$ cat config.mk
export PLATFORM = sky130hd
export DESIGN_NAME = spike_lpf
export DESIGN_NICKNAME = d
export VERILOG_FILES = /design/src/rtl/spike_lpf_pkg.sv /design/src/rtl/spike_lpf_dither.sv /design/src/rtl/spike_lpf_ratemul.sv /design/src/rtl/spike_lpf_integ.sv /design/src/rtl/spike_lpf_trig.sv /design/src/rtl/spike_lpf.sv
export SDC_FILE = /design/constraint.sdc
export NUM_CORES = 1
export LEC_CHECK = 0
export BUFFER_PORTS_ARGS = -buffer_cell sky130_fd_sc_hd__buf_2
export CAP_MARGIN = 30
export CORE_MARGIN = 3
export CORE_UTILIZATION = 40
export DETAILED_ROUTE_END_ITERATION = 16
export PLACE_DENSITY_LB_ADDON = 0.15
export SYNTH_ARGS = -nofsm -noshare
export SYNTH_HDL_FRONTEND = slang
export SYNTH_SLANG_ARGS = --single-unit
$ cat constraint.sdc
create_clock -name clk -period 3.2 [get_ports clk]
set_clock_uncertainty 0.2 [all_clocks]
set_input_delay 0.64 -clock clk [delete_from_list [all_inputs] [get_ports clk]]
set_output_delay 0.64 -clock clk [all_outputs]
set_load 0.01 [all_outputs]
$ cat src/rtl/spike_lpf_pkg.sv
package spike_lpf_pkg;
  typedef enum logic [1:0] {
    ZONE_LOW  = 2'b00,
    ZONE_MIDL = 2'b01,
    ZONE_MIDH = 2'b10,
    ZONE_HIGH = 2'b11
  } lpf_zone_e;
endpackage

$ cat src/rtl/spike_lpf_dither.sv
module spike_lpf_dither #(
  parameter int W = 9
) (
  input  logic         clk,
  input  logic         rst,
  input  logic         sample_en,
  output logic [W-1:0] dither
);
  logic [W-1:0] phase_q;

  always_ff @(posedge clk) begin
    if (rst)            phase_q <= '0;
    else if (sample_en) phase_q <= phase_q + 1'b1;
  end

  for (genvar i = 0; i < W; i++) begin : g_rev
    assign dither[i] = phase_q[W-1-i];
  end

  a_r4_msb_toggles: assert property (@(posedge clk) disable iff (rst)
    sample_en |=> (dither[W-1] != $past(dither[W-1])));
  a_r2_dither_idle: assert property (@(posedge clk) disable iff (rst)
    !sample_en |=> $stable(dither));
endmodule

$ cat src/rtl/spike_lpf_ratemul.sv
module spike_lpf_ratemul #(
  parameter int W = 9
) (
  input  logic [W-1:0] level,
  input  logic [W-1:0] dither,
  output logic         fb
);
  logic [W:0] sum;

  always_comb begin
    sum = {1'b0, level} + {1'b0, dither};
    fb  = sum[W];
  end

  always_comb begin
    if (level == '0) a_r4_empty_no_carry: assert (!fb);
  end
endmodule

$ cat src/rtl/spike_lpf_integ.sv
module spike_lpf_integ #(
  parameter int W = 9
) (
  input  logic         clk,
  input  logic         rst,
  input  logic         sample_en,
  input  logic         din,
  input  logic         fb,
  output logic [W-1:0] level
);
  localparam logic [W-1:0] LVL_MAX = {W{1'b1}};
  localparam logic [W-1:0] LVL_MIN = '0;

  logic [W-1:0] level_q;

  always_ff @(posedge clk) begin
    if (rst) begin
      level_q <= LVL_MIN;
    end else if (sample_en) begin
      unique case ({din, fb})
        2'b10:   if (level_q != LVL_MAX) level_q <= level_q + 1'b1;
        2'b01:   if (level_q != LVL_MIN) level_q <= level_q - 1'b1;
        default: level_q <= level_q;
      endcase
    end
  end

  assign level = level_q;

  a_r2_hold_idle: assert property (@(posedge clk) disable iff (rst)
    !sample_en |=> $stable(level_q));
  a_r3_single_step: assert property (@(posedge clk) disable iff (rst)
    sample_en |=> ((level_q == $past(level_q)) ||
                   (level_q == $past(level_q) + 1'b1) ||
                   (level_q == $past(level_q) - 1'b1)));
  a_r3_no_rise_on_low: assert property (@(posedge clk) disable iff (rst)
    (sample_en && !din) |=> (level_q <= $past(level_q)));
  a_r3_no_fall_on_high: assert property (@(posedge clk) disable iff (rst)
    (sample_en && din) |=> (level_q >= $past(level_q)));
  a_r5_no_wrap_top: assert property (@(posedge clk) disable iff (rst)
    (level_q == LVL_MAX) |=> (level_q != LVL_MIN));
  a_r5_no_wrap_bottom: assert property (@(posedge clk) disable iff (rst)
    (level_q == LVL_MIN) |=> (level_q != LVL_MAX));
endmodule

$ cat src/rtl/spike_lpf_trig.sv
module spike_lpf_trig
  import spike_lpf_pkg::*;
#(
  parameter int W = 9
) (
  input  logic         clk,
  input  logic         rst,
  input  logic [W-1:0] level,
  output logic         dout
);
  lpf_zone_e zone;
  logic      out_q;

  assign zone = lpf_zone_e'(level[W-1 -: 2]);

  always_ff @(posedge clk) begin
    if (rst) begin
      out_q <= 1'b0;
    end else begin
      unique case (zone)
        ZONE_HIGH: out_q <= 1'b1;
        ZONE_LOW:  out_q <= 1'b0;
        default:   out_q <= out_q;
      endcase
    end
  end

  assign dout = out_q;
endmodule

$ cat src/rtl/spike_lpf.sv
module spike_lpf #(
  parameter int CNT_W = 9
) (
  input  logic clk,
  input  logic rst,
  input  logic sample_en,
  input  logic din,
  output logic dout
);
  localparam int W = (CNT_W < 2) ? 2 : CNT_W;

  logic [W-1:0] dither;
  logic [W-1:0] level;
  logic         fb;

  spike_lpf_dither #(.W(W)) u_dither (
    .clk(clk), .rst(rst), .sample_en(sample_en), .dither(dither)
  );

  spike_lpf_ratemul #(.W(W)) u_ratemul (
    .level(level), .dither(dither), .fb(fb)
  );

  spike_lpf_integ #(.W(W)) u_integ (
    .clk(clk), .rst(rst), .sample_en(sample_en), .din(din), .fb(fb), .level(level)
  );

  spike_lpf_trig #(.W(W)) u_trig (
    .clk(clk), .rst(rst), .level(level), .dout(dout)
  );

  a_r6_rise_from_top: assert property (@(posedge clk) disable iff (rst)
    $rose(dout) |-> ($past(level[W-1 -: 2]) == 2'b11));
  a_r6_fall_from_bottom: assert property (@(posedge clk) disable iff (rst)
    $fell(dout) |-> ($past(level[W-1 -: 2]) == 2'b00));
  a_r1_reset_clears: assert property (@(posedge clk)
    rst |=> (!dout && level == '0));
endmodule

### After elaboration in Yosys (flattened, before gate mapping)

Index checks and enable logic that the tools add are counted.

* flip-flop bits (word level): 19
* latch bits: 0
* RAM bits: 0
* memory bits (read-only): 0
* output and inout bits: 1
* logic and storage cells: 22
* memories: 0

* add/subtract/negate cells: 4
* multiply operators: 0
* div/mod/pow operators: 0
* $lt $le $gt $ge: 0
* equality and inequality tests: 6
* shifts and indexed selects: 0
* mux-type cells: 4
* bitwise gates (word level): 0
* reductions and logical operators: 5

Operator list (number)
* $add 9x1->9 const B: 2
* $mux 9: 2
* $pmux 9 s2: 1
* $add 9x9->10: 1
* $ne 9x9->1 const B: 1
* $reduce_bool 9->1: 1
* $sub 9x1->9 const B: 1
* $eq 2x2->1 const B: 2
* $ne 2x1->1 const B: 2
* $reduce_and 4->1: 1
* $reduce_bool 2->1: 2
* $eq 2x1->1 const B: 1
* $logic_not 2->1: 1
* $pmux 1 s2: 1

### Longest topological paths before layout

Gate-level depths: netlist of run 1.

* depth after elaboration: 4
* mapped depth: 14

### Hierarchy

From an unflattened synthesis of run 1, not the netlist that was laid out.

* cells, all modules: 143
* area, all modules: 1239.9 µm²

By module, submodules not included
* spike_lpf_integ: instances 1, cells an instance 74, area each 619.3 µm², seq. area each 180.2 µm²
* spike_lpf_dither: instances 1, cells an instance 42, area each 387.9 µm², seq. area each 180.2 µm²
* spike_lpf_ratemul: instances 1, cells an instance 20, area each 173.9 µm², seq. area each 0.0 µm²
* spike_lpf_trig: instances 1, cells an instance 7, area each 58.8 µm², seq. area each 20.0 µm²

### Worst setup path before layout of run 1

Ideal clock, no wire load.

* kind: reg-to-reg
* start point: register u_integ.level_q[1] (netlist: u_integ.level[1])
* end point: register u_integ.level_q[6] (netlist: u_integ.level[6])
* setup time: 132 ps
* arrival time: 3012 ps
* required time: 2868 ps
* path slack: -144 ps
* stages on the path, launching flop included: 14
* buffers on the path: 0
* period minus slack after synthesis: 3344 ps
* path through: dfxtp_1 ha_1 a31o_2 a21oi_1 o21ai_0 a21oi_1 o21ai_0 ha_1 ha_1 nor2b_1 o31ai_1 nor3b_1 o41ai_1 a21oi_1

* word-level cells in the longest chain between the ends: 4

RTL lines
* start: declaration: RTL line spike_lpf_integ.sv:14 `logic [W-1:0] level_q;`
* start signal: assignment: RTL line spike_lpf_integ.sv:21 `2'b10: if (level_q != LVL_MAX) level_q <= level_q + 1'b1;`
* start signal: assignment: RTL line spike_lpf_integ.sv:22 `2'b01: if (level_q != LVL_MIN) level_q <= level_q - 1'b1;`
* start signal: assignment: RTL line spike_lpf_integ.sv:23 `default: level_q <= level_q;`
* $add 9x9->10: RTL line spike_lpf_ratemul.sv:11 `sum = {1'b0, level} + {1'b0, dither};`
* $eq 2x1->1 / $eq 2x2->1 (equally long branches): RTL line spike_lpf_integ.sv:20 `unique case ({din, fb})`
* $ne 2x1->1 (no line) / $reduce_bool 2->1 (equally long branches)
* $reduce_and 4->1 (no line)

Parallel ways exist; a longest one is shown, timed or not. The select of a mux whose other input is x is not followed.
A chain may end at the register's enable or synchronous reset.

### Worst setup path after layout of run 1

* start point: register u_dither.phase_q[7]
* end point: register u_integ.level_q[7] (netlist: u_integ.level[7])

* word-level cells in the longest chain between the ends: 4

RTL lines
* start: declaration: RTL line spike_lpf_dither.sv:9 `logic [W-1:0] phase_q;`
* start signal: assignment: RTL line spike_lpf_dither.sv:13 `else if (sample_en) phase_q <= phase_q + 1'b1;`
* $add 9x9->10 *: RTL line spike_lpf_ratemul.sv:11
* $eq 2x1->1 / $eq 2x2->1 (equally long branches): RTL line spike_lpf_integ.sv:20
* $ne 2x1->1 (no line) / $reduce_bool 2->1 (equally long branches)
* $reduce_and 4->1 (no line)

Every way passes the cells marked *; elsewhere a longest branch is shown, timed or not.

==> flow_summary.ini, run 1 <==
[outcome]
status = finished, final reports clean

[synth]
syn_nets = 194
synth_edf_count = 0
synth_top_area_cell = dfxtp_1
synth_top_area_share_pct = 26.16
syn_area_sq_um = 1454
syn_inst = 170
yosysWarningCount = 0
avgSynthCellArea_sq_um = 8.552
ys_top_cells_by_area = dfxtp_1 (26%), ha_1 (16%), nor2_1 (5.4%)
ys.flop_type = dfxtp_1
synth.distinct_cells = 40
ys_ff_latch = 19
async_reset_ff_share_pct = 0
ys_seq_area_share_pct = 26.16

[global_routing]
grt_pass1_wl_microns = 5927
first_global_vias = 1363
antenna_found_initial = 0
grt_remaining_overflow = 0
grt_max_degree = 24
track_usage_pct = 17.07

[clock_tree]
cts_hold_buf = 0
clock_latency_ns = 0.30
htreeDepth = 1
root_buffer = clkbuf_4
clkSinkCount = 19
numCtsBuffers = 3
cts_tree = yes
clk_pin_slew_ns = 0.11
clock_path_buffers = 2

[finish]
drive_gt1_share_pct = 34.48
multiInputGateArea_sq_um = 1191
seq_area_sq_um = 385.4
layout.nets = 228
syn2layout_area_growth_pct = 33.65
insertedDiodeCount = 0
fillCellCount = 331

[timing]
hold_viol_final = 0
layout_setup_ws_ns = 0.1124
worst_pin_slew_ns = 0.4598
period_needed_ns = 3.088
period_share_pct = 96.49
slew_viol_final = 0
holdWs_ns = 0.2933
timing.setup.tns_ns = 0
fmaxAchievable_ghz = 0.3239
setup-violations-final = 0
max_slew_margin_pct = 69.27

[floorplanning]
die_x_microns = 66.29
placementRows = 21
fp.dieArea_sq_um = 4394
boundaryPins = 5
initial_utilization_pct = 42.56
core_area_sq_um = 3416
fp.dieH_microns = 66.29

[place]
dp_hpwl_microns = 2583
portBuffers = 4
gp_congestion = 0.8106
pre_cts_slack_ns = -0.2573

[setup_path]
crit_arrival_ns = 3.13
cp_data_required_time_ns = 3.24
path_max_fanout = 7
worstSetupStartpointType = flop
worst-setup-path-type = reg -> reg
end_kind = flop

[min_path]
min_path_type = reg -> reg

[route]
via_count = 1348
wl_per_cell_microns = 13.78
dr.pass1.iters = 4
ant_nets = 0
drc = 0
drt_iter0_drc = 47
routed_wl_microns = 3432
viasPerCell = 5.414

[power]
leakagePower_nw = 0.8323
power_density_nw_per_um2 = 223.0
total_power_mw = 0.4334
ir_worst_vdd_mv = 0.1794

[run]
drv_cap = 0
-- through the flow --
stage	instance area [sq um]	util (%)	cells
finish	1943	56.89	249
floorplan	1463	-	170
global placement	1713	50.15	241
CTS	1849	54.14	247
detailed placement	1713	50.15	241
global route	1943	56.89	249
-- placed cells by master (no fill, tap or decap), types with 2 or more instances in the layout --
cell type and instances:
a21oi_2 3, dfxtp_1 15, mux2i_1 3, nor3_1 4, a211oi_1 2, xnor2_1 5
nor2_1 21, buf_4 30, nand4_1 3, buf_2 4, nand3_1 7, ha_4 9
a21oi_1 12, nand2_1 13, ha_1 10, and3_1 2, xor2_1 5, a21o_1 5
nand4_2 2, or3_1 2, dfxtp_2 4, inv_1 6, clkbuf_4 3, o21ai_1 2
o21a_1 4
-- worst max-delay path, cell delays in order (launching register included) --
cell      delay [ns]
dfxtp_2         0.35
ha_4            0.22
a31o_2          0.20
a21oi_2         0.12
o21ai_1         0.08
a21oi_2         0.18
o21ai_2         0.10
ha_4            0.22
buf_6           0.14
ha_4            0.26
buf_4           0.11
o211ai_1        0.07
a21oi_1         0.15
a21oi_1         0.06
a2111o_1        0.40
a21oi_2         0.15
-- area by class of cell --
type	count	area share, %
multi-input cells	138	61.30
flip-flops and latches	19	19.83
repair buffers	35	13.20
well taps	46	2.962
clock buffers	4	1.352
inverters	7	1.352
-- power by group --
group          switching [mW]  internal [mW]  leakage (nW)
Combinational          0.0352         0.0267         0.662
Sequential            0.00539          0.242         0.156
Clock                  0.0752         0.0486        0.0150
Total                   0.116          0.318         0.832
-- registers in the layout (all words and copies together), names as in the netlist --
register          cells
u_trig.dout           1
u_dither.phase_q      9
u_integ.level         9
-- kinds of logic after synthesis --
logic type      Yosys count  share of synthesized area (%)
buf+inv                  13                          3.872
fa+ha+maj                20                          17.73
compound gates           43                          22.29
xor+xnor                 10                          6.024
mux                       3                          2.065
flops                    19                          26.16
simple gates             62                          21.86
-- path summary, 6_finish.rpt --
| kind | from | end | slack, ns | cells after the start |
|---|---|---|---|---|
| setup / recovery | u_dither.phase_q[7] | u_integ.level[7] | 0.11 | 15 |
| hold / removal | u_trig.dout | u_trig.dout | 0.29 | 2 |
| setup reg to reg | u_dither.phase_q[7] | u_integ.level[7] | 0.11 | 15 |
| hold reg to reg | u_trig.dout | u_trig.dout | 0.29 | 2 |
-- cells in the mapped netlist, drive strengths merged (3+ instances only) --
master / instances
ha: 19
o21a: 4
xor2: 5
nand3: 7
a211oi: 3
nor2: 21
dfxtp: 19
buf: 3
a21o: 5
xnor2: 5
nor3: 5
inv: 7
clkbuf: 3
nand4: 5
nand2: 13
o21ai: 4
mux2i: 3
a21oi: 15
-- repair_timing --
action / 4_1_cts / 5_1_grt
pin swaps: 11 / 9
cloned: 0 / 0
endpoints found under the setup margin: 5 / 5
gates resized for setup: 18 / 13
buffers inserted: 2 / 2
-- per-layer routing --
layer	wire length (microns)	part of all wire, %	track usage, %	up-vias
met4	19	0.55	2.792	0
li1	-	-	-	691
met1	1593	46	21.12	638
met2	1724	50	30.86	15
met5	0	0	0	-
met3	95	2.8	3.061	4
No activity file was read; power rests on OpenSTA's default activity.
==> inputs of run 2 (changes only) <==
Clock period 3.2 ns to 3.9 ns, I/O delays scaled along.
==> run 2 against run 1 <==
Compared with the run above:
- final cell count is 11% lower
- sequential share of layout area is 4.5 points higher
- sequential cell count stayed put
- final area is 19% lower
- first-iteration DRC count is 43% higher
- power is 20% lower
- maximum frequency is 14% lower
- global-route usage is 1.7 points lower
- largest cell class unchanged
- non-clock buffer count is 27 lower
- register-to-register slack better by 0.20 ns
- combinational power is 38% lower
- count of clock-buffer cells in the layout stayed put
==> flow_summary.ini, run 2 (synthesis results as in run 1) <==
[power]
p_clk_share_pct = 29.1
intPower_mw = 0.2551
swShare_pct = 26.27
power_switching_mw = 0.09088
leakagePower_nw = 0.6954
sequentialPowerShare_pct = 59.9
p_comb_share_pct = 11.0
ir_worst_vdd_mv = 0.1849
power_density_nw_per_um2 = 221.1

[timing]
period_share_pct = 91.98
max_slew_margin_pct = 67.56
hold_viol_final = 0
period_needed_ns = 3.587
timing.setup.tns_ns = 0
rsz0062_at_grt = false
fmaxAchievable_ghz = 0.2788
setup-violations-final = 0
slew_viol_final = 0
holdWs_ns = 0.3036
worst_pin_slew_ns = 0.4855

[run]
drv_cap = 0

[finish]
insertedDiodeCount = 0
seq_area_sq_um = 380.4
fin_util_pct = 45.82
layout.nets = 201
syn2layout_area_growth_pct = 7.659
fillCellCount = 355
multiInputGateArea_sq_um = 1025
drive_gt1_share_pct = 11.36
final_common_cell = nor2_1
layout_common_cells = nor2_1 (21), dfxtp_1 (19), ha_1 (18)

[min_path]
min_path_type = reg -> reg
min_from = u_trig.dout
hold_depth = 2
holdPathEnd = u_trig.dout

[clock_tree]
clock_latency_ns = 0.30
numCtsBuffers = 3
clock_path_buffers = 2
clkSinkCount = 19
clk_pin_slew_ns = 0.11
cts_tree = yes
root_buffer = clkbuf_4
cts_hold_buf = 0
htreeDepth = 1

[route]
routed_wl_microns = 2979
viasPerCell = 5.396
via_count = 1198
dr.pass1.iters = 4
wl_per_cell_microns = 13.42
drc = 0
drt_iter0_drc = 67
ant_nets = 0

[global_routing]
track_usage_pct = 15.39
grt_max_degree = 24
grt_remaining_overflow = 0
antenna_found_initial = 0
grt_pass1_wl_microns = 5361
first_global_vias = 1203

[floorplanning]
core_area_sq_um = 3416
fp.dieArea_sq_um = 4394
initial_utilization_pct = 42.56
boundaryPins = 5
fp.dieH_microns = 66.29
placementRows = 21
die_x_microns = 66.29

[setup_path]
crit_arrival_ns = 3.58
worstSetupStartpointType = flop
worst-setup-path-type = reg -> reg
end_kind = flop
reg2reg_depth = 14
ff2ff_setup_slack_ns = 0.31
path_max_fanout = 8
r2r-end = u_integ.level[8]
cp_data_required_time_ns = 3.90
regToRegStartpoint = u_integ.level[1]

[place]
portBuffers = 4
gp_congestion = 0.8650
dp_hpwl_microns = 2254

[outcome]
status = finished, final reports clean
[run 2: worst max-delay path by stage]
| stage | slack, ns | start | end | cells after the start |
|---|---|---|---|---|
| floorplan | 0.56 | u_integ.level[1] | u_integ.level[6] | 13 |
| global placement | 0.27 | u_integ.level[1] | u_integ.level[6] | 13 |
| detailed placement | 0.1 | u_integ.level[1] | u_integ.level[6] | 13 |
| CTS | 0.07 | u_integ.level[1] | u_integ.level[6] | 13 |
| global route | 0.02 | u_integ.level[1] | u_integ.level[6] | 14 |
| finish | 0.31 | u_integ.level[1] | u_integ.level[8] | 14 |
[run 2: critical path: stages, from the launching register on]
cell	delay (ns)
dfxtp_1	0.49
ha_1	0.29
a31o_2	0.24
a21oi_1	0.13
o21ai_0	0.10
a21oi_1	0.19
o21ai_0	0.12
ha_2	0.26
buf_4	0.16
ha_1	0.37
or2_2	0.32
a31oi_1	0.17
a21o_1	0.15
mux2i_1	0.21
nand4_1	0.10
[run 2: metrics by stage]
| stage | total power [mW] | instance area [sq um] | std cells | setup WS [ns] |
|---|---|---|---|---|
| CTS | 0.3498 | 1535 | 219 | 0.07019 |
| global route | 0.3632 | 1565 | 222 | 0.01560 |
| finish | 0.3460 | 1565 | 222 | 0.3130 |
| detailed placement | 0.2490 | 1509 | 215 | 0.09627 |
| global placement | 0.2488 | 1509 | 215 | 0.2714 |
| floorplan | 0.2421 | 1454 | 170 | 0.5557 |
[run 2: layer usage]
layer,wire (microns),part of all wire [%],vias up,global-route usage (%)
met5,0,0,-,0
met1,1383,46,548,19.33
li1,-,-,629,-
met4,0,0,0,0.2538
met3,135,4.5,0,4.592
met2,1460,49,21,27.26
[run 2: repair_timing]
action / CTS / global route
endpoints found under the hold margin: 0 / 0
buffers inserted: 0 / 3
resized for setup: 0 / 2
endpoints found under the setup margin: 0 / 2
[run 2: area by class of cell]
cell class                      instances  share of cell area (%)
Clock buffer                            4                   1.679
Inverter                                7                   1.679
Sequential cell                        19                   24.30
Multi-Input combinational cell        138                   65.47
Tap cell                               46                   3.677
Timing Repair Buffer                    8                   3.197
[run 2: power by group through the flow]
| stage | clock [mW] | combinational (mW) | sequential, mW |
|---|---|---|---|
| 4_1_cts | 0.104 | 0.0383 | 0.207 |
| 2_1_floorplan | 0 | 0.0346 | 0.207 |
| 5_1_grt | 0.112 | 0.0433 | 0.208 |
| 6_report | 0.101 | 0.0381 | 0.207 |
| 3_5_place_dp | 0 | 0.0374 | 0.212 |
| 3_3_place_gp | 0 | 0.0374 | 0.211 |
